## config.mk

```make
export PLATFORM = sky130hd
export DESIGN_NAME = wdt_two_strike
export DESIGN_NICKNAME = d
export VERILOG_FILES = /design/src/rtl/wdt_pkg.sv /design/src/rtl/wdt_tick_gen.sv /design/src/rtl/wdt_expiry_ctrl.sv /design/src/rtl/wdt_regs.sv /design/src/rtl/wdt_two_strike.sv
export SDC_FILE = /design/constraint.sdc
export NUM_CORES = 1
export LEC_CHECK = 0
export ABC_AREA = 0
export ABC_CLOCK_PERIOD_IN_PS = 2600
export CAP_MARGIN = 20
export CORE_MARGIN = 10
export CORE_UTILIZATION = 35
export CTS_BUF_LIST = sky130_fd_sc_hd__clkbuf_4 sky130_fd_sc_hd__clkbuf_8 sky130_fd_sc_hd__clkbuf_16
export CTS_CLUSTER_SIZE = 40
export DETAILED_ROUTE_END_ITERATION = 12
export GPL_TIMING_DRIVEN = 0
export PLACE_DENSITY = 0.53
export SLEW_MARGIN = 20
export SYNTH_ARGS = -nofsm -noshare
export SYNTH_HDL_FRONTEND = slang
export SYNTH_SLANG_ARGS = --single-unit
```

## constraint.sdc

```tcl
create_clock -name clk_i -period 2.6 [get_ports clk_i]
set_input_delay 0.65 -clock clk_i [delete_from_list [all_inputs] [get_ports clk_i]]
set_output_delay 0.65 -clock clk_i [all_outputs]
set_load 0.05 [all_outputs]
```

## src/rtl/wdt_pkg.sv

```systemverilog
package wdt_pkg;

  localparam int REG_W  = 16;
  localparam int SLOT_W = 4;

  typedef enum logic [SLOT_W-1:0] {
    SLOT_RELOAD   = 4'd0,
    SLOT_TOVAL    = 4'd1,
    SLOT_STAT1    = 4'd2,
    SLOT_STAT2    = 4'd3,
    SLOT_CTRL1    = 4'd4,
    SLOT_CTRL2    = 4'd5,
    SLOT_MBOX_IN  = 4'd6,
    SLOT_MBOX_OUT = 4'd7,
    SLOT_MSG_A    = 4'd8,
    SLOT_MSG_B    = 4'd9,
    SLOT_SWIRQ    = 4'd10
  } slot_e;

  localparam int HALT_BIT  = 11;
  localparam int LOCK_BIT  = 12;
  localparam int S1_SWSMI  = 1;
  localparam int S1_DOUT   = 2;
  localparam int S1_TMO    = 3;
  localparam int S2_SECOND = 1;
  localparam int S2_BOOT   = 2;

  localparam logic [REG_W-1:0] CTRL1_MASK = REG_W'((1 << HALT_BIT) | (1 << LOCK_BIT));
  localparam logic [REG_W-1:0] STAT1_MASK = REG_W'((1 << S1_SWSMI) | (1 << S1_DOUT) | (1 << S1_TMO));
  localparam logic [REG_W-1:0] STAT2_MASK = REG_W'((1 << S2_SECOND) | (1 << S2_BOOT));

  localparam logic [REG_W-1:0] TOVAL_RST = 16'h0004;
  localparam logic [REG_W-1:0] CTRL2_RST = 16'h0008;
  localparam logic [7:0]       SWIRQ_RST = 8'h03;

  typedef struct packed {
    logic expire;
    logic second;
    logic reboot;
  } exp_evt_t;

  function automatic logic [REG_W-1:0] merge_bytes(input logic [REG_W-1:0] old_v,
                                                   input logic [REG_W-1:0] new_v,
                                                   input logic [1:0]       be);
    merge_bytes = {be[1] ? new_v[15:8] : old_v[15:8],
                   be[0] ? new_v[7:0]  : old_v[7:0]};
  endfunction

endpackage

```

## src/rtl/wdt_tick_gen.sv

```systemverilog
module wdt_tick_gen #(
  parameter int TICK_CYCLES = 1000
) (
  input  logic clk_i,
  input  logic rst_ni,
  input  logic run_i,
  input  logic clear_i,
  output logic tick_o
);

  generate
    if (TICK_CYCLES <= 1) begin : g_every_cycle
      logic unused_clr;
      assign unused_clr = clear_i;
      assign tick_o     = run_i;
    end else begin : g_prescale
      localparam int PW = $clog2(TICK_CYCLES);
      localparam logic [PW-1:0] LAST = PW'(TICK_CYCLES - 1);

      logic [PW-1:0] presc_q;

      always_ff @(posedge clk_i or negedge rst_ni) begin
        if (!rst_ni)                  presc_q <= '0;
        else if (!run_i || clear_i)   presc_q <= '0;
        else if (presc_q == LAST)     presc_q <= '0;
        else                          presc_q <= presc_q + PW'(1);
      end

      assign tick_o = run_i && !clear_i && (presc_q == LAST);

      p_tick_gap_r4: assert property (@(posedge clk_i) disable iff (!rst_ni)
        tick_o |=> !tick_o);
    end
  endgenerate

endmodule

```

## src/rtl/wdt_expiry_ctrl.sv

```systemverilog
module wdt_expiry_ctrl
  import wdt_pkg::*;
#(
  parameter int CNT_W = 10
) (
  input  logic             clk_i,
  input  logic             rst_ni,
  input  logic             tick_i,
  input  logic             load_i,
  input  logic             stop_i,
  input  logic             clr_strike_i,
  input  logic [CNT_W-1:0] load_val_i,
  input  logic             block_reboot_i,
  input  logic             smi_en_i,
  output logic             running_o,
  output logic [CNT_W-1:0] cnt_o,
  output exp_evt_t         evt_o,
  output logic             smi_req_o,
  output logic             reboot_o
);

  logic             running_q;
  logic [CNT_W-1:0] cnt_q;
  logic             strike_q;
  logic             reboot_q;
  logic             expire;
  logic             second;
  logic             do_reboot;

  // software commands take priority over an expiry in the same cycle
  assign expire    = running_q && tick_i && (cnt_q <= CNT_W'(1)) && !load_i && !stop_i;
  assign second    = expire && strike_q;
  assign do_reboot = second && !block_reboot_i;

  always_ff @(posedge clk_i or negedge rst_ni) begin
    if (!rst_ni) begin
      running_q <= 1'b0;
      cnt_q     <= '0;
      strike_q  <= 1'b0;
      reboot_q  <= 1'b0;
    end else begin
      reboot_q <= do_reboot;

      if (stop_i)         running_q <= 1'b0;
      else if (load_i)    running_q <= 1'b1;
      else if (do_reboot) running_q <= 1'b0;

      if (load_i)                     cnt_q <= load_val_i;
      else if (do_reboot)             cnt_q <= '0;
      else if (expire)                cnt_q <= load_val_i;
      else if (running_q && tick_i)   cnt_q <= cnt_q - CNT_W'(1);

      if (clr_strike_i) strike_q <= 1'b0;
      else if (expire)  strike_q <= ~strike_q;
    end
  end

  assign running_o    = running_q;
  assign cnt_o        = cnt_q;
  assign evt_o.expire = expire;
  assign evt_o.second = second;
  assign evt_o.reboot = do_reboot;
  assign smi_req_o    = expire && !do_reboot && smi_en_i;
  assign reboot_o     = reboot_q;

  p_reboot_single_r12: assert property (@(posedge clk_i) disable iff (!rst_ni)
    reboot_q |=> !reboot_q);

  p_reboot_stops_r5: assert property (@(posedge clk_i) disable iff (!rst_ni)
    reboot_q |-> !running_q);

  p_strike_clear_r3: assert property (@(posedge clk_i) disable iff (!rst_ni)
    clr_strike_i |=> !strike_q);

endmodule

```

## src/rtl/wdt_regs.sv

```systemverilog
module wdt_regs
  import wdt_pkg::*;
#(
  parameter int CNT_W = 10
) (
  input  logic              clk_i,
  input  logic              rst_ni,
  input  logic              rd_en_i,
  input  logic              wr_en_i,
  input  logic [SLOT_W-1:0] addr_i,
  input  logic [1:0]        be_i,
  input  logic [REG_W-1:0]  wdata_i,
  output logic [REG_W-1:0]  rdata_o,
  input  logic              running_i,
  input  logic [CNT_W-1:0]  cnt_i,
  input  exp_evt_t          evt_i,
  output logic              load_o,
  output logic              stop_o,
  output logic              clr_strike_o,
  output logic [CNT_W-1:0]  load_val_o,
  output logic              mbox_in_wr_o
);

  localparam logic [REG_W-1:0] CNT_MASK = REG_W'((1 << CNT_W) - 1);

  logic [REG_W-1:0] reload_q, toval_q, stat1_q, stat2_q, ctrl1_q, ctrl2_q;
  logic [7:0]       mbox_in_q, mbox_out_q, msg_a_q, msg_b_q, swirq_q;

  slot_e            sel;
  logic             any_be;
  logic             wr_reload, wr_toval, wr_stat1, wr_stat2, wr_ctrl1, wr_ctrl2;
  logic             wr_mbox_in, wr_mbox_out, wr_msg_a, wr_msg_b, wr_swirq;
  logic [REG_W-1:0] wr_merged_reload, ctrl1_new;
  logic             can_run_now, can_run_new;
  logic [REG_W-1:0] s1_set, s1_clr, s2_set, s2_clr;
  logic [REG_W-1:0] rd_val;

  assign sel    = slot_e'(addr_i);
  assign any_be = |be_i;

  always_comb begin
    wr_reload   = wr_en_i && any_be && (sel == SLOT_RELOAD);
    wr_toval    = wr_en_i && any_be && (sel == SLOT_TOVAL);
    wr_stat1    = wr_en_i && any_be && (sel == SLOT_STAT1);
    wr_stat2    = wr_en_i && any_be && (sel == SLOT_STAT2);
    wr_ctrl1    = wr_en_i && any_be && (sel == SLOT_CTRL1);
    wr_ctrl2    = wr_en_i && any_be && (sel == SLOT_CTRL2);
    wr_mbox_in  = wr_en_i && be_i[0] && (sel == SLOT_MBOX_IN);
    wr_mbox_out = wr_en_i && be_i[0] && (sel == SLOT_MBOX_OUT);
    wr_msg_a    = wr_en_i && be_i[0] && (sel == SLOT_MSG_A);
    wr_msg_b    = wr_en_i && be_i[0] && (sel == SLOT_MSG_B);
    wr_swirq    = wr_en_i && be_i[0] && (sel == SLOT_SWIRQ);
  end

  assign wr_merged_reload = merge_bytes(reload_q, wdata_i, be_i);
  assign ctrl1_new   = (merge_bytes(ctrl1_q, wdata_i, be_i) & CTRL1_MASK)
                     | (ctrl1_q & REG_W'(1 << LOCK_BIT));
  assign can_run_now = !ctrl1_q[HALT_BIT]   && (toval_q > REG_W'(1));
  assign can_run_new = !ctrl1_new[HALT_BIT] && (toval_q > REG_W'(1));

  assign load_o       = (wr_reload && can_run_now) || (wr_ctrl1 && can_run_new);
  assign stop_o       = wr_ctrl1 && !can_run_new;
  assign clr_strike_o = wr_reload;
  assign load_val_o   = toval_q[CNT_W-1:0];
  assign mbox_in_wr_o = wr_mbox_in;

  always_comb begin
    s1_set = '0;
    s1_set[S1_SWSMI] = wr_mbox_in;
    s1_set[S1_DOUT]  = wr_mbox_out;
    s1_set[S1_TMO]   = evt_i.expire;
    s2_set = '0;
    s2_set[S2_SECOND] = evt_i.second;
    s2_set[S2_BOOT]   = evt_i.second;
    s1_clr = wr_stat1 ? merge_bytes('0, wdata_i, be_i) : '0;
    s2_clr = wr_stat2 ? merge_bytes('0, wdata_i, be_i) : '0;
  end

  always_ff @(posedge clk_i or negedge rst_ni) begin
    if (!rst_ni) begin
      reload_q   <= '0;
      toval_q    <= TOVAL_RST;
      stat1_q    <= '0;
      stat2_q    <= '0;
      ctrl1_q    <= '0;
      ctrl2_q    <= CTRL2_RST;
      mbox_in_q  <= '0;
      mbox_out_q <= '0;
      msg_a_q    <= '0;
      msg_b_q    <= '0;
      swirq_q    <= SWIRQ_RST;
    end else begin
      if (load_o)            reload_q <= toval_q;
      else if (wr_reload)    reload_q <= wr_merged_reload;
      else if (evt_i.reboot) reload_q <= '0;
      else if (evt_i.expire) reload_q <= toval_q;

      if (wr_toval)    toval_q    <= merge_bytes(toval_q, wdata_i, be_i);
      if (wr_ctrl1)    ctrl1_q    <= ctrl1_new;
      if (wr_ctrl2)    ctrl2_q    <= merge_bytes(ctrl2_q, wdata_i, be_i);
      if (wr_mbox_in)  mbox_in_q  <= wdata_i[7:0];
      if (wr_mbox_out) mbox_out_q <= wdata_i[7:0];
      if (wr_msg_a)    msg_a_q    <= wdata_i[7:0];
      if (wr_msg_b)    msg_b_q    <= wdata_i[7:0];
      if (wr_swirq)    swirq_q    <= wdata_i[7:0];

      // set wins over a same-cycle clear
      stat1_q <= ((stat1_q & ~s1_clr) | s1_set) & STAT1_MASK;
      stat2_q <= ((stat2_q & ~s2_clr) | s2_set) & STAT2_MASK;
    end
  end

  always_comb begin
    case (sel)
      SLOT_RELOAD:   rd_val = running_i ? ((reload_q & ~CNT_MASK) | REG_W'(cnt_i)) : reload_q;
      SLOT_TOVAL:    rd_val = toval_q;
      SLOT_STAT1:    rd_val = stat1_q;
      SLOT_STAT2:    rd_val = stat2_q;
      SLOT_CTRL1:    rd_val = ctrl1_q;
      SLOT_CTRL2:    rd_val = ctrl2_q;
      SLOT_MBOX_IN:  rd_val = {8'h00, mbox_in_q};
      SLOT_MBOX_OUT: rd_val = {8'h00, mbox_out_q};
      SLOT_MSG_A:    rd_val = {8'h00, msg_a_q};
      SLOT_MSG_B:    rd_val = {8'h00, msg_b_q};
      SLOT_SWIRQ:    rd_val = {8'h00, swirq_q};
      default:       rd_val = '0;
    endcase
  end

  always_ff @(posedge clk_i or negedge rst_ni) begin
    if (!rst_ni)      rdata_o <= '0;
    else if (rd_en_i) rdata_o <= rd_val;
  end

  p_lock_sticky_r7: assert property (@(posedge clk_i) disable iff (!rst_ni)
    ctrl1_q[LOCK_BIT] |=> ctrl1_q[LOCK_BIT]);

  p_halt_idle_r2: assert property (@(posedge clk_i) disable iff (!rst_ni)
    ctrl1_q[HALT_BIT] |-> !running_i);

  p_tmo_status_r4: assert property (@(posedge clk_i) disable iff (!rst_ni)
    evt_i.expire |=> stat1_q[S1_TMO]);

  p_boot_status_r5: assert property (@(posedge clk_i) disable iff (!rst_ni)
    evt_i.second |=> (stat2_q[S2_SECOND] && stat2_q[S2_BOOT]));

endmodule

```

## src/rtl/wdt_two_strike.sv

```systemverilog
module wdt_two_strike
  import wdt_pkg::*;
#(
  parameter int TICK_CYCLES = 1000,
  parameter int CNT_W       = 10
) (
  input  logic              clk_i,
  input  logic              rst_ni,
  input  logic              rd_en_i,
  input  logic              wr_en_i,
  input  logic [SLOT_W-1:0] addr_i,
  input  logic [1:0]        be_i,
  input  logic [REG_W-1:0]  wdata_i,
  output logic [REG_W-1:0]  rdata_o,
  input  logic              smi_en_i,
  input  logic              strap_quiet_i,
  input  logic              no_reboot_i,
  output logic              smi_o,
  output logic              reboot_o
);

  logic             running, tick, load, stop, clr_strike, smi_req, mbox_in_wr;
  logic [CNT_W-1:0] cnt, load_val;
  exp_evt_t         evt;
  logic             smi_q;

  wdt_tick_gen #(.TICK_CYCLES(TICK_CYCLES)) u_tick (
    .clk_i   (clk_i),
    .rst_ni  (rst_ni),
    .run_i   (running),
    .clear_i (load),
    .tick_o  (tick)
  );

  wdt_expiry_ctrl #(.CNT_W(CNT_W)) u_ctrl (
    .clk_i          (clk_i),
    .rst_ni         (rst_ni),
    .tick_i         (tick),
    .load_i         (load),
    .stop_i         (stop),
    .clr_strike_i   (clr_strike),
    .load_val_i     (load_val),
    .block_reboot_i (strap_quiet_i || no_reboot_i),
    .smi_en_i       (smi_en_i),
    .running_o      (running),
    .cnt_o          (cnt),
    .evt_o          (evt),
    .smi_req_o      (smi_req),
    .reboot_o       (reboot_o)
  );

  wdt_regs #(.CNT_W(CNT_W)) u_regs (
    .clk_i        (clk_i),
    .rst_ni       (rst_ni),
    .rd_en_i      (rd_en_i),
    .wr_en_i      (wr_en_i),
    .addr_i       (addr_i),
    .be_i         (be_i),
    .wdata_i      (wdata_i),
    .rdata_o      (rdata_o),
    .running_i    (running),
    .cnt_i        (cnt),
    .evt_i        (evt),
    .load_o       (load),
    .stop_o       (stop),
    .clr_strike_o (clr_strike),
    .load_val_o   (load_val),
    .mbox_in_wr_o (mbox_in_wr)
  );

  always_ff @(posedge clk_i or negedge rst_ni) begin
    if (!rst_ni) smi_q <= 1'b0;
    else         smi_q <= smi_req || mbox_in_wr;
  end

  assign smi_o = smi_q;

  p_reboot_blocked_r6: assert property (@(posedge clk_i) disable iff (!rst_ni)
    reboot_o |-> !$past(strap_quiet_i || no_reboot_i));

  p_reboot_no_smi_r5: assert property (@(posedge clk_i) disable iff (!rst_ni)
    reboot_o |-> !(smi_o && !$past(mbox_in_wr)));

endmodule

```

---- Word level (Yosys, flattened, before mapping) ----
Index checks and enable logic that the tools add are counted.
word-level totals
  bits in registers ....................... 146
  output and inout bits ................... 18
cells by class
  equal/unequal tests ..................... 13
  bitwise operators ....................... 9
  add/sub/neg operators ................... 2
  reductions and logical operators ........ 52
  $lt $le $gt $ge ......................... 2
  multiplexer cells ....................... 23
operators with widths
  cell                                                              number
  case mux 16 bit (11 select lines)                                 1
  two-way mux 16 bit                                                5
  two-way mux 10 bit                                                6
  logical AND 1 bit                                                 28
  equality test 4 x 3 -> 1 bit (second input constant)              4
  greater-than comparator 16 x 1 -> 1 bit (second input constant)   1
  two-way mux 8 bit                                                 2
  bitwise OR 16 x 10 -> 16 bit                                      1
  bitwise OR 13 bit                                                 1
  equality test 4 bit (second input constant)                       3
  AND reduction 2 bit                                               6
  adder 10 x 1 -> 10 bit (second input constant)                    1
  equality test 10 bit (second input constant)                      1
  less-or-equal comparator 10 x 1 -> 1 bit (second input constant)  1
  subtractor 10 x 1 -> 10 bit (second input constant)               1
  equality test 4 x 2 -> 1 bit (second input constant)              2
  zero test 1 bit                                                   8
  two-way mux 4 bit                                                 2
  nonzero test 4 bit                                                2
  inequality test 3 bit (second input constant)                     2
  two-way mux 1 bit                                                 5
  two-way mux 5 bit                                                 1
  AND 4 bit                                                         1
  equality test 4 x 1 -> 1 bit (second input constant)              1
  12 further kinds                                                  15

---- Longest topological paths before layout ----
Gate-level depths: netlist (run 1).
  depth after elaboration ................. 19
  gate-level depth with buffers ........... 9
  gate-level depth less buffers ........... 8

---- Modules after synthesis ----
A second synthesis (run 1) with hierarchy kept.
unflattened totals
  cell total of the unflattened synthesis .. 600
  area total of the unflattened synthesis .. 6,902.9 µm²
by module, submodules not included
  module           instances  seq. area each (µm²)  area an instance (µm²)  cells each
  wdt_regs         1          2,782.7               5,393.9                 436
  wdt_expiry_ctrl  1          325.3                 965.9                   108
  wdt_tick_gen     1          250.2                 505.5                   53
  wdt_two_strike   1          25.0                  37.5                    3

---- Worst setup path after synthesis (run 1) ----
Ideal clock, no wire load.
  path kind ............................... input to register
  from .................................... in addr_i[1]
  to ...................................... reg u_regs.reload_q[1]
  buffers on the path ..................... 2
  data arrival time ....................... 2,224 ps
  data required time ...................... 2,473 ps
  path slack .............................. 249 ps
  stages on the path ...................... 8
  cells stage by stage .................... buf_2 -> or4b_4 -> o31ai_4 -> a21oi_2 -> buf_6 -> a22o_1 -> a31oi_1 -> mux2i_1
between the ends
  word-level cells in the longest chain between the ends .. 16
  elaborated cells on any way between the ends .. 24
  those cells by class .................... eq/ne (2); mux (3); reduce/logical (19)
ends and longest elaborated chain
  element                                                                 RTL line                                   source
  start, declared                                                         wdt_two_strike.sv:11                       input logic [SLOT_W-1:0] addr_i,
  equality test 4 x 3 -> 1 bit / zero test 4 bit (equally long branches)  wdt_regs.sv:46, wdt_regs.sv:42
  logical AND 1 bit (on tied branches)                                    wdt_regs.sv:46, wdt_regs.sv:42
  logical AND 1 bit                                                       wdt_regs.sv:61                             assign load_o = (wr_reload && can_run_now) || (wr_ctrl1 && can_run_new);
  logical OR 1 bit                                                        wdt_regs.sv:61
  zero test 1 bit                                                         wdt_tick_gen.sv:29, wdt_expiry_ctrl.sv:31
  logical AND 1 bit (2 in series)                                         wdt_tick_gen.sv:29                         assign tick_o = run_i && !clear_i && (presc_q == LAST);
  logical AND 1 bit (4 in series)                                         wdt_expiry_ctrl.sv:31                      assign expire = running_q && tick_i && (cnt_q <= CNT_W'(1)) && !load_i && !stop_i;
  logical AND 1 bit                                                       wdt_expiry_ctrl.sv:32                      assign second = expire && strike_q;
  logical AND 1 bit                                                       wdt_expiry_ctrl.sv:33                      assign do_reboot = second && !block_reboot_i;
  two-way mux 16 bit                                                      wdt_regs.sv:95                             else if (evt_i.reboot) reload_q <= '0;
  two-way mux 16 bit                                                      wdt_regs.sv:94                             else if (wr_reload) reload_q <= wr_merged_reload;
  two-way mux 16 bit                                                      wdt_regs.sv:93                             if (load_o) reload_q <= toval_q;
  end signal, assigned                                                    wdt_regs.sv:93
  end signal, assigned                                                    wdt_regs.sv:94
  end signal, assigned                                                    wdt_regs.sv:96                             else if (evt_i.expire) reload_q <= toval_q;
  end, declared                                                           wdt_regs.sv:26                             logic [REG_W-1:0] reload_q, toval_q, stat1_q, stat2_q, ctrl1_q, ctrl2_q;
Parallel ways exist; a longest one is shown, timed or not.
A chain may end at the register's enable or synchronous reset.

---- Worst setup path in the final report (run 1) ----
  from .................................... in addr_i[2]
  to ...................................... reg u_ctrl.strike_q
between the ends
  word-level cells in the longest chain between the ends .. 12
  elaborated cells on any way between the ends .. 18
  those cells by class .................... eq/ne (1); mux (1); reduce/logical (16)
ends and longest elaborated chain
  element                                                                 RTL line                                   source
  equality test 4 x 3 -> 1 bit / zero test 4 bit (equally long branches)  wdt_regs.sv:46, wdt_regs.sv:42
  logical AND 1 bit (on tied branches)                                    wdt_regs.sv:46, wdt_regs.sv:42
  logical AND 1 bit                                                       wdt_regs.sv:61
  logical OR 1 bit                                                        wdt_regs.sv:61
  zero test 1 bit                                                         wdt_tick_gen.sv:29, wdt_expiry_ctrl.sv:31
  logical AND 1 bit (2 in series)                                         wdt_tick_gen.sv:29
  logical AND 1 bit (4 in series)                                         wdt_expiry_ctrl.sv:31
  nonzero test 2 bit (no source line)                                     n/a
  end signal, assigned                                                    wdt_expiry_ctrl.sv:54                      else if (expire) strike_q <= ~strike_q;
  end, declared                                                           wdt_expiry_ctrl.sv:24                      logic strike_q;
Parallel ways exist; a longest one is shown, timed or not.

==> results.py, run 1 <==
metrics = {
    "outcome": {
        "run_status": "complete, no violations",
    },
    "global_routing": {
        "groute.usage.overall_pct": 15.6,
        "grt_pass1_vias": 5639,
        "initial_antenna_violation_count": 0,
        "grt_max_degree": 90,
        "grt_first_pass_wirelength_um": 32000,
        "grt_overflow_total": 0,
    },
    "layout": {
        "post_layout_nonfiller_instances": 979,
        "layout.cells.most_common": "dfrtp_1",
        "layout-drive-gt1-share_pct": 26.2,
        "fin_area_um2": 8530,
        "layout.nets": 733,
        "antenna_cells_inserted": 0,
        "sequential_cell_area_um2": 3380,
        "filler_cells_inserted": 1880,
        "layout_common_cells": "131 x dfrtp_1, 81 x mux2_2, 40 x inv_1, 40 x nand2_1, 38 x clkdlybuf4s50_1",
        "area.growth.synth_to_final_pct": 21.9,
        "multi_input_area_um2": 3350,
    },
    "pwr": {
        "share_of_power_burned_in_registers_pct": 42.2,
        "totalPowerFinal_uw": 6850,
        "cell_internal_pwr_uw": 4790,
        "power.leakage_uw": 0.00355,
        "power_density_nw_per_um2": 803,
        "clkPwrFrac_pct": 37.7,
        "p_comb_share_pct": 20.1,
        "netSwitchingPower_uw": 2060,
        "worst_voltage_drop_across_the_vdd_grid_uv": 385,
        "swShare_pct": 30.1,
    },
    "timing": {
        "hold_violation_total_from_the_final_report": 0,
        "fin_hold_ws_ps": 116,
        "post-route-min-period_ps": 2540,
        "drv_slew": 0,
        "tightest_slew_ps": 904,
        "fin_skew_ps": 8.26,
        "timing.final.ws_setup_ps": 57.2,
        "slew_headroom_pct": 39.4,
        "final-setup-viol-count": 0,
        "final.period_utilization_pct": 97.8,
        "max_freq_mhz": 393,
    },
    "die": {
        "fp.dieArea_um2": 26100,
        "core.rowCount": 51,
        "die-width_um": 161,
        "chipHeight_um": 161,
        "initial_core_util_pct": 35.7,
        "floorplan.core_area_um2": 19600,
        "num_io_pins": 47,
    },
    "logic_synthesis": {
        "synth_enable_flop_cells": 0,
        "synthCells": 638,
        "syn-cell-area_um2": 7000,
        "synth_warnings": 0,
        "synth_fp_nets": 670,
        "yosysTopAreaCell": "dfrtp_1",
        "synth.yosys.seq_area_share_pct": 48.3,
        "synth-async-reset-ratio_pct": 100,
        "yosys.cell_types.count": 68,
        "synthesis.area_per_instance_um2": 11.0,
        "postSynthRegisterBits": 135,
        "synthTopCellsByArea": "dfrtp_1 47%, mux2_2 13%, mux2i_1 3.3%, a22o_1 2.6%, nand2_1 2.2%",
        "yosys_most_used_dff": "dfrtp_1",
        "synth_largest_type_area_fraction_pct": 46.8,
    },
    "cts": {
        "cts-htree-levels": 4,
        "cts_max_path_buffers": 2,
        "cts_tree": "built",
        "cts-hold-fix-buffers": 0,
        "clk_root_buffer_cell": "clkbuf_16",
        "clock_insertion_delay_worst_skew_ps": 430,
        "cts.clk_slew.worst_paths_ps": 60,
        "cts_made_buffers": 17,
        "clkSinkCount": 135,
    },
    "placement": {
        "port_buffers": 40,
        "place_congestion": 0.867,
        "place_ws_ps": -679,
        "dpl.hpwl_um": 14600,
        "place.detailed.instances": 944,
        "placement.cell_area_um2": 7780,
    },
    "worst_setup_path": {
        "crit_path_cell_trace": "clkdlybuf4s50_1, or4b_4, nor2_4, a211oi_4, buf_4, buf_6, nand2_1, xor2_1, a21oi_1",
        "cp_data_arrival_time_ps": 2820,
        "reg_to_reg_setup_timing_slack_ps": 180,
        "setup.worst_path.class": "input port to flop",
        "start_kind": "input port",
        "slowest_delay_ps": 550,
        "timing.critical_path.slowest_stage_cell": "or4b_4",
        "worst-endpoint-required_ps": 2880,
        "crit_path_end_kind": "flop",
        "worst-path-max-fanout": 10,
    },
    "run": {
        "cap_violations": 0,
    },
    "detailed_routing": {
        "routed_wirelength_um": 20200,
        "final_antenna_net_count": 0,
        "detailroute.via_count": 5469,
        "route.detailed.wl_per_inst_um": 20.7,
        "post-route-drc-count": 0,
        "dr.pass1.iters": 6,
        "viasPerCell": 5.59,
        "drt_first_iter_violations": 494,
    },
    "worst_hold_path": {
        "timing.hold.worst.class": "input port to async pin",
    },
}
## final timing paths
path / from / to / cells past startpoint
worst max register to register: u_regs.toval_q[3] / u_regs.reload_q[3] / 7
max in group asynchronous: rst_ni / u_regs.swirq_q[0] / 2
min in group clk_i: u_regs.ctrl1_q[12] / u_regs.ctrl1_q[12] / 1
worst min-delay path: rst_ni / u_tick.g_prescale.presc_q[9] / 1
worst max-delay path: addr_i[2] / u_ctrl.strike_q / 9
worst min register to register: u_regs.ctrl1_q[12] / u_regs.ctrl1_q[12] / 1
## routing by layer
layer	track usage (%)	wire length, µm
met1	20.2	9310
met2	24.8	9680
met3	4.02	845
met4	5.17	397
met5	0	0
## registers in the layout, indices dropped and copies added (netlist names)
name and flops:
smi_o 1, u_regs.stat2_q 2, u_regs.swirq_q 8, u_ctrl.strike_q 1, u_regs.rdata_o 16, u_regs.mbox_out_q 8, u_regs.stat1_q 3, u_tick.g_prescale.presc_q 10
u_regs.ctrl2_q 16, u_regs.reload_q 16, u_regs.ctrl1_q 2, u_regs.mbox_in_q 8, u_ctrl.cnt_o 10, u_regs.msg_a_q 8, u_regs.msg_b_q 8, u_regs.toval_q 16
u_ctrl.running_o 1, u_ctrl.reboot_o 1
## synth_stat cells (2+ instances only)
cell type  count
a2111oi_0      2
a21oi_1       11
a221oi_1       5
a222oi_1       7
a22o_1        21
a22oi_1       14
a311oi_1       2
a31oi_1       20
a32o_1         3
a32oi_1        2
and2_1         2
and3_1         9
buf_1          3
buf_2         10
buf_6          5
clkbuf_1      21
dfrtp_1      131
dfstp_2        4
ha_1           3
inv_1         40
mux2_2        81
mux2i_1       23
nand2_1       41
nand2b_1       6
nand3_1       15
nand3b_1       3
nand4_1        2
nor2_1        39
nor2b_1        4
nor3_1         9
nor3_2         6
nor3b_1        2
nor4_1         7
nor4_2         4
o211a_1        2
o211ai_1       3
o211ai_2       2
o21a_1         2
o21ai_0       13
o21ai_1        2
o22ai_1       19
o311ai_1       2
or3_1          2
xnor2_1        5
xor2_1         6
## repair_timing
action,in CTS,in global routing
setup endpoints to repair,36,59
hold endpoints to repair,0,0
gates resized for setup,12,26
pin swaps,1,2
buffers inserted,0,5
## metrics by stage
stage / util [%] / TNS [ps]
global route: 43.6 / -12.2
detailed placement: 39.7 / -46840
floorplan: - / 0
global placement: 39.5 / -644050
finish: 43.6 / 0
CTS: 43.0 / -15.2
## power groups by stage
stage	Combinational, µW	Clock (µW)	Sequential (µW)
finish	1380	2580	2890
global route	1520	2740	2950
CTS	1350	2630	2880
detailed placement	1340	0	2910
global placement	1300	0	2900
floorplan	907	0	2860
## worst max-delay path: cells and delay by family
family / cells / cell delay, ps
AOI/OAI and AO/OA: 2 / 170
xor gates and xnor gates: 1 / 190
buffers and inverters: 3 / 840
and+or+nand+nor: 3 / 970
## final cells by class
type	count	area share [%]
Inverter	40	1.76
Multi-Input combinational cell	423	39.3
Sequential cell	135	39.6
Timing Repair Buffer	46	5.50
Buffer	38	2.54
Clock inverter	14	2.30
Tap cell	265	3.89
Clock buffer	18	5.07
## cells by family (layout without fill, tap and decap cells)
family | count (synthesis) | count (layout) | synth area share [%]
AO/OA/AOI/OAI | 147 | 147 | 16.1
XOR/XNOR | 11 | 11 | 1.38
adder cells (fa/ha/maj) | 3 | 3 | 0.536
buffers and inverters | 80 | 156 | 5.06
flip-flops | 135 | 135 | 48.3
multiplexers | 104 | 104 | 16.3
AND/OR/NAND/NOR | 158 | 158 | 12.3
Power figures use the tool's default switching activity.
==> inputs of run 2 (changes only) <==
--- a/config.mk
+++ b/config.mk
@@ -16,3 +16,3 @@
 export GPL_TIMING_DRIVEN = 0
-export PLACE_DENSITY = 0.53
+export PLACE_DENSITY = 0.62
 export SLEW_MARGIN = 20
--- a/constraint.sdc
+++ b/constraint.sdc
@@ -3,2 +3,2 @@
 set_output_delay 0.65 -clock clk_i [all_outputs]
-set_load 0.05 [all_outputs]
+set_load 0.1 [all_outputs]
==> results.py, run 2 (same netlist as run 1, synthesis figures left out) <==
metrics = {
    "timing": {
        "drv_slew": 0,
        "max_freq_mhz": 391,
        "post-route-min-period_ps": 2560,
        "tightest_slew_ps": 999,
        "fin_skew_ps": 11.7,
        "grt_setup_unrepaired": "true",
        "final.period_utilization_pct": 98.5,
        "fin_hold_ws_ps": 96.7,
        "slew_headroom_pct": 33.2,
        "final-setup-viol-count": 0,
        "hold_violation_total_from_the_final_report": 0,
    },
    "pwr": {
        "share_of_power_burned_in_registers_pct": 42.5,
        "clkPwrFrac_pct": 36.4,
        "p_comb_share_pct": 21.0,
        "power.leakage_uw": 0.00372,
        "netSwitchingPower_uw": 2100,
        "power_density_nw_per_um2": 795,
        "worst_voltage_drop_across_the_vdd_grid_uv": 469,
        "swShare_pct": 31.0,
        "cell_internal_pwr_uw": 4680,
    },
    "detailed_routing": {
        "routed_wirelength_um": 19300,
        "drt_first_iter_violations": 437,
        "final_antenna_net_count": 0,
        "route.detailed.wl_per_inst_um": 19.7,
        "viasPerCell": 5.49,
        "dr.pass1.iters": 7,
        "detailroute.via_count": 5379,
        "post-route-drc-count": 0,
    },
    "placement": {
        "place_congestion": 0.834,
        "port_buffers": 40,
        "place.detailed.instances": 944,
        "dpl.hpwl_um": 13500,
        "placement.cell_area_um2": 7780,
    },
    "die": {
        "num_io_pins": 47,
        "fp.dieArea_um2": 26100,
        "core.rowCount": 51,
        "floorplan.core_area_um2": 19600,
        "initial_core_util_pct": 35.7,
        "die-width_um": 161,
        "chipHeight_um": 161,
    },
    "layout": {
        "layout-drive-gt1-share_pct": 25.3,
        "area.growth.synth_to_final_pct": 21.9,
        "antenna_cells_inserted": 0,
        "fin_area_um2": 8540,
        "layout.cells.most_common": "dfrtp_1",
        "layout.nets": 734,
        "finish.utilization_pct": 43.6,
        "post_layout_nonfiller_instances": 980,
        "layout_common_cells": "131 x dfrtp_1, 81 x mux2_2, 40 x inv_1, 40 x nand2_1, 37 x nor2_1",
    },
    "global_routing": {
        "groute.usage.overall_pct": 14.8,
        "grt_first_pass_wirelength_um": 30800,
        "grt_max_degree": 97,
        "grt_pass1_vias": 5295,
        "initial_antenna_violation_count": 0,
        "grt_overflow_total": 0,
    },
    "worst_setup_path": {
        "crit_path_end_kind": "primary output",
        "cp.buffers_inverters": 1,
        "timing.critical_path.slowest_stage_cell": "clkdlybuf4s50_1",
        "crit_path_cell_trace": "clkdlybuf4s50_1",
        "slowest_delay_ps": 1130,
        "cpLargestDelayFamily": "buffers and inverters",
        "worst-endpoint-required_ps": 1950,
        "cp_data_arrival_time_ps": 1910,
        "setup.worst_path.class": "flop to primary output",
        "start_kind": "flop",
        "worst-path-max-fanout": 2,
    },
    "cts": {
        "clk_root_buffer_cell": "clkbuf_16",
        "cts-hold-fix-buffers": 0,
        "cts.clk_slew.worst_paths_ps": 60,
        "clkSinkCount": 135,
        "clock_insertion_delay_worst_skew_ps": 430,
        "cts_max_path_buffers": 2,
        "cts_tree": "built",
        "cts-htree-levels": 4,
        "cts_made_buffers": 17,
    },
    "run": {
        "cap_violations": 0,
    },
    "outcome": {
        "run_status": "complete, no violations",
    },
    "worst_hold_path": {
        "timing.hold.worst.class": "input port to async pin",
    },
}
## run 2: cell count changes in the layout (fill, tap and decap cells not counted), moves of 2 or more
cell,previous run,this run
clkbuf_2,7,4
clkinvlp_4,3,5
clkinv_4,2,0
buf_4,8,6
clkbuf_1,11,15
clkinv_2,2,0
buf_6,5,7
buf_2,7,9
bufinv_16,4,2
clkbuf_8,0,3
dlymetal6s2s_1,0,11
a2111oi_0,0,2
clkdlybuf4s50_1,38,27
nor3_2,7,5
## run 2: power by group through the flow
| stage | clock [µW] | combinational, µW | sequential, µW |
|---|---|---|---|
| 6_report | 2470 | 1430 | 2890 |
| 2_1_floorplan | 0 | 908 | 2940 |
| 3_3_place_gp | 0 | 1370 | 2900 |
| 4_1_cts | 2510 | 1410 | 2870 |
| 5_1_grt | 2610 | 1570 | 2940 |
| 3_5_place_dp | 0 | 1390 | 2910 |
## run 2: final cells by class
type,instances,area [µm²]
Buffer,39,219
Clock buffer,23,489
Clock inverter,9,115
Fill cell,1876,11100
Inverter,40,150
Multi-Input combinational cell,423,3350
Sequential cell,135,3380
Tap cell,265,332
Timing Repair Buffer,46,497
## run 2: worst paths after layout
kind / from / end / slack [ps] / cells past startpoint
worst min-delay path: rst_ni / u_tick.g_prescale.presc_q[0] / 100 / 1
worst max-delay path: u_regs.rdata_o[11] / rdata_o[11] / 40 / 1
worst min register to register: u_regs.stat2_q[2] / u_regs.stat2_q[2] / 470 / 2
max in group asynchronous: rst_ni / u_regs.ctrl2_q[3] / 1730 / 2
worst max register to register: u_regs.toval_q[3] / u_regs.reload_q[3] / 190 / 7
min in group clk_i: u_regs.stat2_q[2] / u_regs.stat2_q[2] / 470 / 2
## run 2: metrics by stage
step / power (µW) / TNS, ps / worst slack [ps]
global route: 7130 / -75.6 / -20.8
finish: 6790 / 0 / 39.8
CTS: 6790 / 0 / 1.28
detailed placement: 4300 / -43860 / -688
floorplan: 3850 / 0 / 249
global placement: 4270 / -677650 / -4750
## run 2: routing by layer
| metal | track usage, % | wire, µm |
|---|---|---|
| met1 | 19.9 | 9050 |
| met2 | 22.7 | 9030 |
| met3 | 3.02 | 796 |
| met4 | 5.91 | 403 |
| met5 | 0 | 0 |
## run 2: repair_timing
action | CTS | global route
endpoints found under the setup margin | 25 | 56
pin swaps | 1 | 4
gates resized for setup | 12 | 28
buffers inserted | 0 | 5
==> inputs of run 3 (changes only) <==
- ABC_CLOCK_PERIOD_IN_PS: 2600 -> 2410
- CORE_ASPECT_RATIO: not set -> 0.8
- clock period: 2.6 -> 2.41 ns (I/O delays scaled with it)
==> results.py, run 3 (same netlist as run 1, synthesis figures left out) <==
metrics = {
    "layout": {
        "filler_cells_inserted": 1869,
        "layout-drive-gt1-share_pct": 26.8,
        "area.growth.synth_to_final_pct": 22.4,
        "fin_area_um2": 8570,
        "sequential_cell_area_um2": 3380,
        "layout.cells.most_common": "dfrtp_1",
        "layout_common_cells": "130 x dfrtp_1, 81 x mux2_2, 40 x inv_1",
        "multi_input_area_um2": 3400,
        "layout.nets": 733,
        "post_layout_nonfiller_instances": 979,
    },
    "cts": {
        "clkSinkCount": 135,
        "cts_max_path_buffers": 2,
        "clk_root_buffer_cell": "clkbuf_16",
        "cts-hold-fix-buffers": 0,
        "cts.clk_slew.worst_paths_ps": 60,
        "cts_made_buffers": 17,
        "cts-htree-levels": 4,
        "cts_tree": "built",
        "clock_insertion_delay_worst_skew_ps": 430,
    },
    "detailed_routing": {
        "route.detailed.wl_per_inst_um": 20.0,
        "viasPerCell": 5.55,
        "dr.pass1.iters": 8,
        "routed_wirelength_um": 19600,
        "detailroute.via_count": 5435,
        "final_antenna_net_count": 0,
        "post-route-drc-count": 0,
        "drt_first_iter_violations": 536,
    },
    "placement": {
        "place.detailed.instances": 943,
        "placement.cell_area_um2": 7770,
        "dpl.hpwl_um": 14100,
        "port_buffers": 40,
        "place_congestion": 0.869,
        "place_ws_ps": -772,
    },
    "worst_setup_path": {
        "worst_setup_path_startpoint": "u_regs.rdata_o[1]",
        "worst-path-max-fanout": 2,
        "crit_path_cell_trace": "dlygate4sd2_1",
        "start_kind": "flop",
        "setup.worst_path.class": "flop to primary output",
        "cp_data_arrival_time_ps": 1670,
        "timing.critical_path.slowest_stage_cell": "dlygate4sd2_1",
        "slowest_delay_ps": 870,
        "r2r_path_start": "u_regs.toval_q[2]",
        "cp.buffers_inverters": 1,
        "cpLargestDelayFamily": "buffers and inverters",
        "worst-endpoint-required_ps": 1810,
        "crit_path_end_kind": "primary output",
    },
    "pwr": {
        "totalPowerFinal_uw": 7400,
        "power_density_nw_per_um2": 863,
        "power.leakage_uw": 0.00368,
        "worst_voltage_drop_across_the_vdd_grid_uv": 416,
    },
    "global_routing": {
        "grt_pass1_vias": 5475,
        "initial_antenna_violation_count": 1,
        "grt_overflow_total": 0,
        "grt_max_degree": 69,
        "groute.usage.overall_pct": 15.5,
        "grt_first_pass_wirelength_um": 32000,
    },
    "die": {
        "initial_core_util_pct": 35.5,
        "core.rowCount": 46,
        "die-width_um": 178,
        "fp.dieArea_um2": 26100,
        "floorplan.core_area_um2": 19700,
        "chipHeight_um": 147,
        "num_io_pins": 47,
    },
    "outcome": {
        "run_status": "complete, no violations",
    },
    "timing": {
        "drv_slew": 0,
        "timing.final.ws_setup_ps": 142,
        "hold_violation_total_from_the_final_report": 0,
        "final.period_utilization_pct": 94.1,
        "tightest_slew_ps": 983,
        "slew_headroom_pct": 34.7,
        "post-route-min-period_ps": 2270,
        "final-setup-viol-count": 0,
        "setup_tns_ps": 0,
        "grt_setup_unrepaired": "true",
        "fin_skew_ps": 10.1,
        "max_freq_mhz": 441,
    },
    "worst_hold_path": {
        "timing.hold.worst.class": "input port to async pin",
    },
    "run": {
        "cap_violations": 0,
    },
}
-- run 3: cell types whose count changed in the layout (fill, tap and decap cells not counted), sizes merged, moves of 4 or more --
cell,delta
dlygate4sd2,+17
clkdlybuf4s50,-11
dlymetal6s2s,-8
clkbuf,-4
clkinv,+4
-- run 3: worst paths after layout --
check	end	slack, ps	cells past startpoint
worst min register to register	u_regs.ctrl1_q[12]	470	1
max in group asynchronous	u_regs.toval_q[2]	1530	2
worst max register to register	u_regs.reload_q[3]	150	7
worst max-delay path	rdata_o[1]	140	1
worst min-delay path	u_ctrl.reboot_o	120	1
min in group clk_i	u_regs.ctrl1_q[12]	470	1
-- run 3: where the power goes --
part / leakage (µW) / internal [µW] / switching [µW] / total [µW]
Clock: 0.000289 / 1660 / 1040 / 2710
Sequential: 0.00174 / 2720 / 411 / 3130
Combinational: 0.00166 / 688 / 870 / 1560
Total: 0.00368 / 5070 / 2320 / 7400
-- run 3: cell type report --
type	instances	share of cell area [%]
tap	264	3.86
buffer	37	2.57
clock buffer	18	5.13
clock inverter	14	2.03
sequential	135	39.5
timing repair buffer	47	5.49
inverter	40	1.75
antenna	1	0.0292
multi-input combinational	423	39.6
-- run 3: per-stage QoR --
stage               hold slack [ps]  util [%]
detailed placement              457      39.3
global placement                452      39.2
CTS                             139      42.9
floorplan                       307         -
global route                    153      43.4
finish                          124      43.4
-- run 3: timing repair --
action / in CTS / in global routing
pin swaps: 5 / 5
setup endpoints to repair: 118 / 105
gates resized for setup: 45 / 19
setup buffers: 4 / 2
hold endpoints to repair: 0 / 0
-- run 3: metal layers --
metal | wire length [µm] | GRT usage, % | share of wire (%) | up-vias
met4 | 115 | 3.58 | 0.59 | 0
li1 | - | - | - | 2490
met3 | 1290 | 3.84 | 6.6 | 10
met5 | 0 | 0 | 0 | -
met1 | 9510 | 22.6 | 49 | 2761
met2 | 8670 | 22.4 | 44 | 174
